### config.mk
export PLATFORM = sky130hd
export DESIGN_NAME = cfg_restart_seq
export DESIGN_NICKNAME = d
export VERILOG_FILES = /design/src/rtl/cfg_restart_pkg.sv /design/src/rtl/cfg_trig_edge.sv /design/src/rtl/cfg_word_gen.sv /design/src/rtl/cfg_seq_fsm.sv /design/src/rtl/cfg_restart_seq.sv
export SDC_FILE = /design/constraint.sdc
export NUM_CORES = 1
export LEC_CHECK = 0
export ABC_AREA = 1
export BUFFER_PORTS_ARGS = -buffer_cell sky130_fd_sc_hd__buf_4
export CELL_PAD_IN_SITES_DETAIL_PLACEMENT = 1
export CELL_PAD_IN_SITES_GLOBAL_PLACEMENT = 1
export CORE_UTILIZATION = 41
export CTS_BUF_LIST = sky130_fd_sc_hd__clkbuf_8
export CTS_CLUSTER_DIAMETER = 30
export DETAILED_ROUTE_END_ITERATION = 7
export PLACE_DENSITY = 0.94
export SYNTH_ARGS = -nofsm -noshare
export SYNTH_HDL_FRONTEND = slang
export SYNTH_SLANG_ARGS = --single-unit
### constraint.sdc
create_clock -name clk_i -period 4.36 [get_ports clk_i]
set_input_delay 0.436 -clock clk_i [delete_from_list [all_inputs] [get_ports clk_i]]
set_output_delay 0.436 -clock clk_i [all_outputs]
set_load 0.03 [all_outputs]
### src/rtl/cfg_restart_pkg.sv
package cfg_restart_pkg;

    localparam int HALF_W    = 16;
    localparam int WORD_W    = 2 * HALF_W;
    localparam int HDR_WORDS = 12;   // dummy, sync, nine register writes, reboot

    localparam logic [WORD_W-1:0] W_DUMMY   = 32'hFFFF_FFFF;
    localparam logic [WORD_W-1:0] W_SYNC    = 32'hAA99_5566;
    localparam logic [WORD_W-1:0] W_TIMER   = 32'h31E1_FFFF;
    localparam logic [HALF_W-1:0] H_PRI_LO  = 16'h3261;
    localparam logic [HALF_W-1:0] H_PRI_HI  = 16'h3281;
    localparam logic [HALF_W-1:0] H_GLD_LO  = 16'h32A1;
    localparam logic [HALF_W-1:0] H_GLD_HI  = 16'h32C1;
    localparam logic [WORD_W-1:0] W_USER    = 32'h32E1_0000;
    localparam logic [WORD_W-1:0] W_CMD_NUL = 32'h30A1_0000;
    localparam logic [WORD_W-1:0] W_CTL     = 32'h3301_2100;
    localparam logic [WORD_W-1:0] W_HC_OPT  = 32'h3201_001F;
    localparam logic [WORD_W-1:0] W_REBOOT  = 32'h30A1_000E;
    localparam logic [WORD_W-1:0] W_NOOP    = 32'h2000_2000;

    typedef enum logic {
        ST_IDLE = 1'b0,
        ST_SEND = 1'b1
    } seq_state_e;

endpackage

### src/rtl/cfg_trig_edge.sv
module cfg_trig_edge (
    input  logic clk_i,
    input  logic rst_ni,
    input  logic trig_i,
    output logic rise_o
);
    typedef struct packed {
        logic lvl;
    } edge_t;

    edge_t q, d;

    always_comb begin
        d     = q;
        d.lvl = trig_i;
    end

    always_ff @(posedge clk_i or negedge rst_ni) begin
        if (!rst_ni) q <= '0;
        else         q <= d;
    end

    assign rise_o = trig_i & ~q.lvl;


    held_no_rise_chk: assert property (@(posedge clk_i) disable iff (!rst_ni)
        (trig_i && $past(trig_i)) |-> !rise_o);

endmodule

### src/rtl/cfg_word_gen.sv
module cfg_word_gen
    import cfg_restart_pkg::*;
#(
    parameter logic [23:0] PRIMARY_ADDR = 24'h40_0000,
    parameter logic [23:0] GOLDEN_ADDR  = 24'h01_0000,
    parameter logic [7:0]  READ_OP      = 8'h03,
    parameter int          IDX_W        = 4
) (
    input  logic [IDX_W-1:0]  idx_i,
    output logic [WORD_W-1:0] word_o
);
    localparam logic [WORD_W-1:0] W_PRI_LO = {H_PRI_LO, PRIMARY_ADDR[15:0]};
    localparam logic [WORD_W-1:0] W_PRI_HI = {H_PRI_HI, READ_OP, PRIMARY_ADDR[23:16]};
    localparam logic [WORD_W-1:0] W_GLD_LO = {H_GLD_LO, GOLDEN_ADDR[15:0]};
    localparam logic [WORD_W-1:0] W_GLD_HI = {H_GLD_HI, READ_OP, GOLDEN_ADDR[23:16]};

    always_comb begin
        case (int'(idx_i))
            0:       word_o = W_DUMMY;
            1:       word_o = W_SYNC;
            2:       word_o = W_TIMER;
            3:       word_o = W_PRI_LO;
            4:       word_o = W_PRI_HI;
            5:       word_o = W_GLD_LO;
            6:       word_o = W_GLD_HI;
            7:       word_o = W_USER;
            8:       word_o = W_CMD_NUL;
            9:       word_o = W_CTL;
            10:      word_o = W_HC_OPT;
            11:      word_o = W_REBOOT;
            default: word_o = W_NOOP;
        endcase
    end

endmodule

### src/rtl/cfg_seq_fsm.sv
module cfg_seq_fsm
    import cfg_restart_pkg::*;
#(
    parameter int TOTAL_HALVES = 28,
    parameter int CNT_W        = 5
) (
    input  logic             clk_i,
    input  logic             rst_ni,
    input  logic             start_i,
    output logic             active_o,
    output logic [CNT_W-1:0] cnt_o
);
    localparam logic [CNT_W-1:0] LAST = CNT_W'(TOTAL_HALVES - 1);

    typedef struct packed {
        seq_state_e       st;
        logic [CNT_W-1:0] cnt;
    } fsm_t;

    fsm_t q, d;

    always_comb begin
        d = q;
        case (q.st)
            ST_IDLE: begin
                if (start_i) begin
                    d.st  = ST_SEND;
                    d.cnt = '0;
                end
            end
            ST_SEND: begin
                if (q.cnt == LAST) begin
                    d.st  = ST_IDLE;
                    d.cnt = '0;
                end else begin
                    d.cnt = q.cnt + CNT_W'(1);
                end
            end
            default: d = '0;
        endcase
    end

    always_ff @(posedge clk_i or negedge rst_ni) begin
        if (!rst_ni) q <= '0;
        else         q <= d;
    end

    assign active_o = (q.st == ST_SEND);
    assign cnt_o    = q.cnt;


    step_chk: assert property (@(posedge clk_i) disable iff (!rst_ni)
        (q.st == ST_SEND && q.cnt != LAST) |=>
            (q.st == ST_SEND && q.cnt == $past(q.cnt) + CNT_W'(1)));


    end_chk: assert property (@(posedge clk_i) disable iff (!rst_ni)
        (q.st == ST_SEND && q.cnt == LAST) |=> (q.st == ST_IDLE));


    start_chk: assert property (@(posedge clk_i) disable iff (!rst_ni)
        (q.st == ST_IDLE && start_i) |=> (q.st == ST_SEND && q.cnt == '0));

endmodule

### src/rtl/cfg_restart_seq.sv
module cfg_restart_seq
    import cfg_restart_pkg::*;
#(
    parameter logic [23:0] PRIMARY_ADDR = 24'h40_0000,
    parameter logic [23:0] GOLDEN_ADDR  = 24'h01_0000,
    parameter logic [7:0]  READ_OP      = 8'h03,
    parameter int          PAD_WORDS    = 2
) (
    input  logic              clk_i,
    input  logic              rst_ni,
    input  logic              trig_i,
    output logic              busy_o,
    output logic              cap_sel_no,
    output logic              cap_wr_no,
    output logic [HALF_W-1:0] cap_data_o
);
    localparam int NUM_WORDS    = HDR_WORDS + PAD_WORDS;
    localparam int TOTAL_HALVES = 2 * NUM_WORDS;
    localparam int CNT_W        = $clog2(TOTAL_HALVES);
    localparam int IDX_W        = CNT_W - 1;

    logic              start;
    logic              active;
    logic [CNT_W-1:0]  cnt;
    logic [WORD_W-1:0] word;

    cfg_trig_edge u_edge (
        .clk_i  (clk_i),
        .rst_ni (rst_ni),
        .trig_i (trig_i),
        .rise_o (start)
    );

    cfg_seq_fsm #(
        .TOTAL_HALVES (TOTAL_HALVES),
        .CNT_W        (CNT_W)
    ) u_fsm (
        .clk_i    (clk_i),
        .rst_ni   (rst_ni),
        .start_i  (start),
        .active_o (active),
        .cnt_o    (cnt)
    );

    cfg_word_gen #(
        .PRIMARY_ADDR (PRIMARY_ADDR),
        .GOLDEN_ADDR  (GOLDEN_ADDR),
        .READ_OP      (READ_OP),
        .IDX_W        (IDX_W)
    ) u_words (
        .idx_i  (cnt[CNT_W-1:1]),
        .word_o (word)
    );

    always_comb begin
        if (!active)     cap_data_o = '1;
        else if (cnt[0]) cap_data_o = word[HALF_W-1:0];
        else             cap_data_o = word[WORD_W-1:HALF_W];
    end

    assign busy_o     = active;
    assign cap_sel_no = ~active;
    assign cap_wr_no  = ~active;


    first_half_chk: assert property (@(posedge clk_i) disable iff (!rst_ni)
        $fell(cap_sel_no) |-> (cap_data_o == 16'hFFFF));


    second_half_chk: assert property (@(posedge clk_i) disable iff (!rst_ni)
        $fell(cap_sel_no) |=> (cap_data_o == 16'hFFFF && !cap_sel_no));

endmodule

==> results_dict.tcl <==
set metrics [dict create \
    r2r_slack_ns 2.89 \
    numPortBuffers 21 \
    cts_buffers 3 \
    cts_resized 0 \
    antenna_found_initial 0 \
    slew_headroom 0.605 \
    finalWorstSetupSlack_ns 2.02 \
    ys_seq_elements 7 \
    pre_cts_slack_ns 2.27 \
    drive_gt1_frac 0.232 \
    path_common_cell "nand3_1" \
    worst_r2r_endpoint "u_fsm.cnt_o[2]" \
    path_cells "inv_2 -> ha_1 -> inv_1 -> nand2_1 -> nand3_1 -> nand3_1 -> buf_4" \
    cts-root-buf "clkbuf_8" \
    synth.avg_cell_area_sq_um 6.77 \
    num-fill-cells 270 \
    mostFrequentLayoutCells "41 x nand2_1, 21 x nand3_1, 21 x buf_4" \
    dp.final_hpwl_mm 1.93 \
    wirelength_mm 2.42 \
    multi_input_area_sq_um 551 \
    synthCells 128 \
    synth_area_leaders "dfrtp_1 20%, nand2_1 18%, nand3_1 12%" \
    critical_path_class "flop to primary output" \
    synth_cell_type_count 21 \
    critPathArrivalTime_ns 1.91 \
    yosysTopAreaCell "dfrtp_1" \
    critPathCaptureType "primary output" \
    overflow 0 \
    ant_nets 0 \
    cp.required_ns 3.92 \
    drv_cap 0 \
    worstHoldPathType "primary input to asynchronous set/reset pin" \
    m1WireLength_mm 1.12 \
    clk_latency_ns 0.23 \
    cts_setup_buffers 0 \
    finalCriticalPeriod_ns 2.34 \
    drt-pass1-iter-count 4 \
    critPathSlowestCell "dfrtp_1" \
    drc 0 \
    cts_max_level 1 \
    antenna-diode-count 0 \
    synthToLayoutAreaGrowth_pct 15.3 \
    setup_viol 0 \
    nNetsFinal 154 \
    cts_tree "built" \
    num_rows 16 \
    core_region_area_sq_mm 0.00198 \
    outcome "completed" \
    vias 880 \
    r2r_start "u_fsm.cnt_o[0]" \
    syn_nets 139 \
    start_util 0.438 \
    die_h_um 48.0 \
    final_common_cell "nand2_1" \
    syn_area_sq_um 867 \
    cts_buffer_depth 2 \
    clock-sinks 7 \
    maxUsedRoutingLayer "met3" \
    synth_top_area_frac 0.202 \
    grt_pass1_vias 820 \
    ys_seq_area_frac 0.202 \
    cp_slowest_stage_delay_ns 0.58 \
    die_x_um 48.0 \
    ios 22 \
    dr_wl_met2_mm 1.25 \
    dr_wl_met3_um 44 \
    grt_max_degree 17 \
    fin_skew_ns 0.00602 \
    track_usage 0.224 \
    fin_crit_sh 0.537 \
    grt_pass1_wl_mm 3.63 \
    crit_path_max_fanout 11 \
    tightest_slew_ns 0.592 \
    post_drt_wl_per_cell_um 14.3 \
    reg2reg_depth 6 \
    yosys_warnings 0 \
    dr.first_iter.drc_count 6 \
    finalMaxSlewViolations 0 \
    finalWeightedCongestion 0.826 \
    via_per_inst 5.21 \
    holdBufCountCts 0 \
    seq_area_sq_um 175 \
    critPathLaunchType "flop" \
    dieArea_sq_mm 0.00230 \
    rsz0062_at_grt "no" \
    path_clk_slew_ns 0.04 \
    setup_tns_ns 0 \
    hold_violations 0 \
    max_freq_mhz 427 \
]
## synth_stat cells
master	count
a21oi_4	1
nand2_1	41
nor2_4	1
nor2_8	1
nand4_1	7
buf_4	5
ha_1	8
xor2_1	1
nand3_1	21
buf_6	3
nand2_2	1
a21oi_1	2
o21ai_0	5
nor2_1	8
dfrtp_1	7
inv_1	7
nor2_2	2
buf_2	1
nand3b_1	1
clkbuf_8	2
inv_2	3
## critical path, delay by kind of cell (launching register included)
family / cells / cell delay [ns]
adder cells (fa/ha/maj): 1 / 0.26
AND/OR/NAND/NOR: 3 / 0.41
buffers and inverters: 3 / 0.43
flip-flops: 1 / 0.58
## sequential cells by signal, indices dropped and copies added, names as in the netlist
signal          count
u_edge.q            1
u_fsm.cnt_o         5
u_fsm.active_o      1
## layer usage
metal  GRT usage  vias up
li1            -      439
met1       0.271      421
met2       0.405       20
met3      0.0642        0
met4      0.0167        0
met5           0        -
## worst max-delay path by stage
| stage | start | to | depth (start not counted) |
|---|---|---|---|
| finish | u_fsm.cnt_o[2] | cap_data_o[15] | 7 |
| global route | u_fsm.cnt_o[2] | cap_data_o[15] | 7 |
| detailed placement | u_fsm.cnt_o[2] | cap_data_o[15] | 7 |
| global placement | u_fsm.cnt_o[2] | cap_data_o[11] | 7 |
| floorplan | u_fsm.cnt_o[2] | cap_data_o[15] | 8 |
| CTS | u_fsm.cnt_o[2] | cap_data_o[15] | 7 |
## stage by stage
stage          cell area, sq um  std cells  hold slack, ns  utilization
2_1_floorplan               867        128           0.140            -
3_3_place_gp                955        165           0.251        0.482
3_5_place_dp                955        165           0.254        0.482
4_1_cts                    1000        169         0.00849        0.504
5_1_grt                    1000        169          0.0106        0.504
6_report                   1000        169          0.0116        0.504
## kinds of logic (layout without fill, tap and decap cells)
group	count (synthesis)	after routing	synth area share
buf+inv	21	35	0.163
compound gates	8	8	0.0592
simple gates	83	83	0.450
fa+ha+maj	8	8	0.115
xor+xnor	1	1	0.0101
flops	7	7	0.202
## area by class of cell
class,instances,area share
clock buffers,3,0.0413
clock inverters,1,0.00375
inverters,10,0.0375
multi-input cells,100,0.551
flip-flops and latches,7,0.175
well taps,27,0.0338
repair buffers,21,0.158
Power is not shown: default switching activity piles up to over one toggle a cycle in this logic, so the estimate is an artifact.
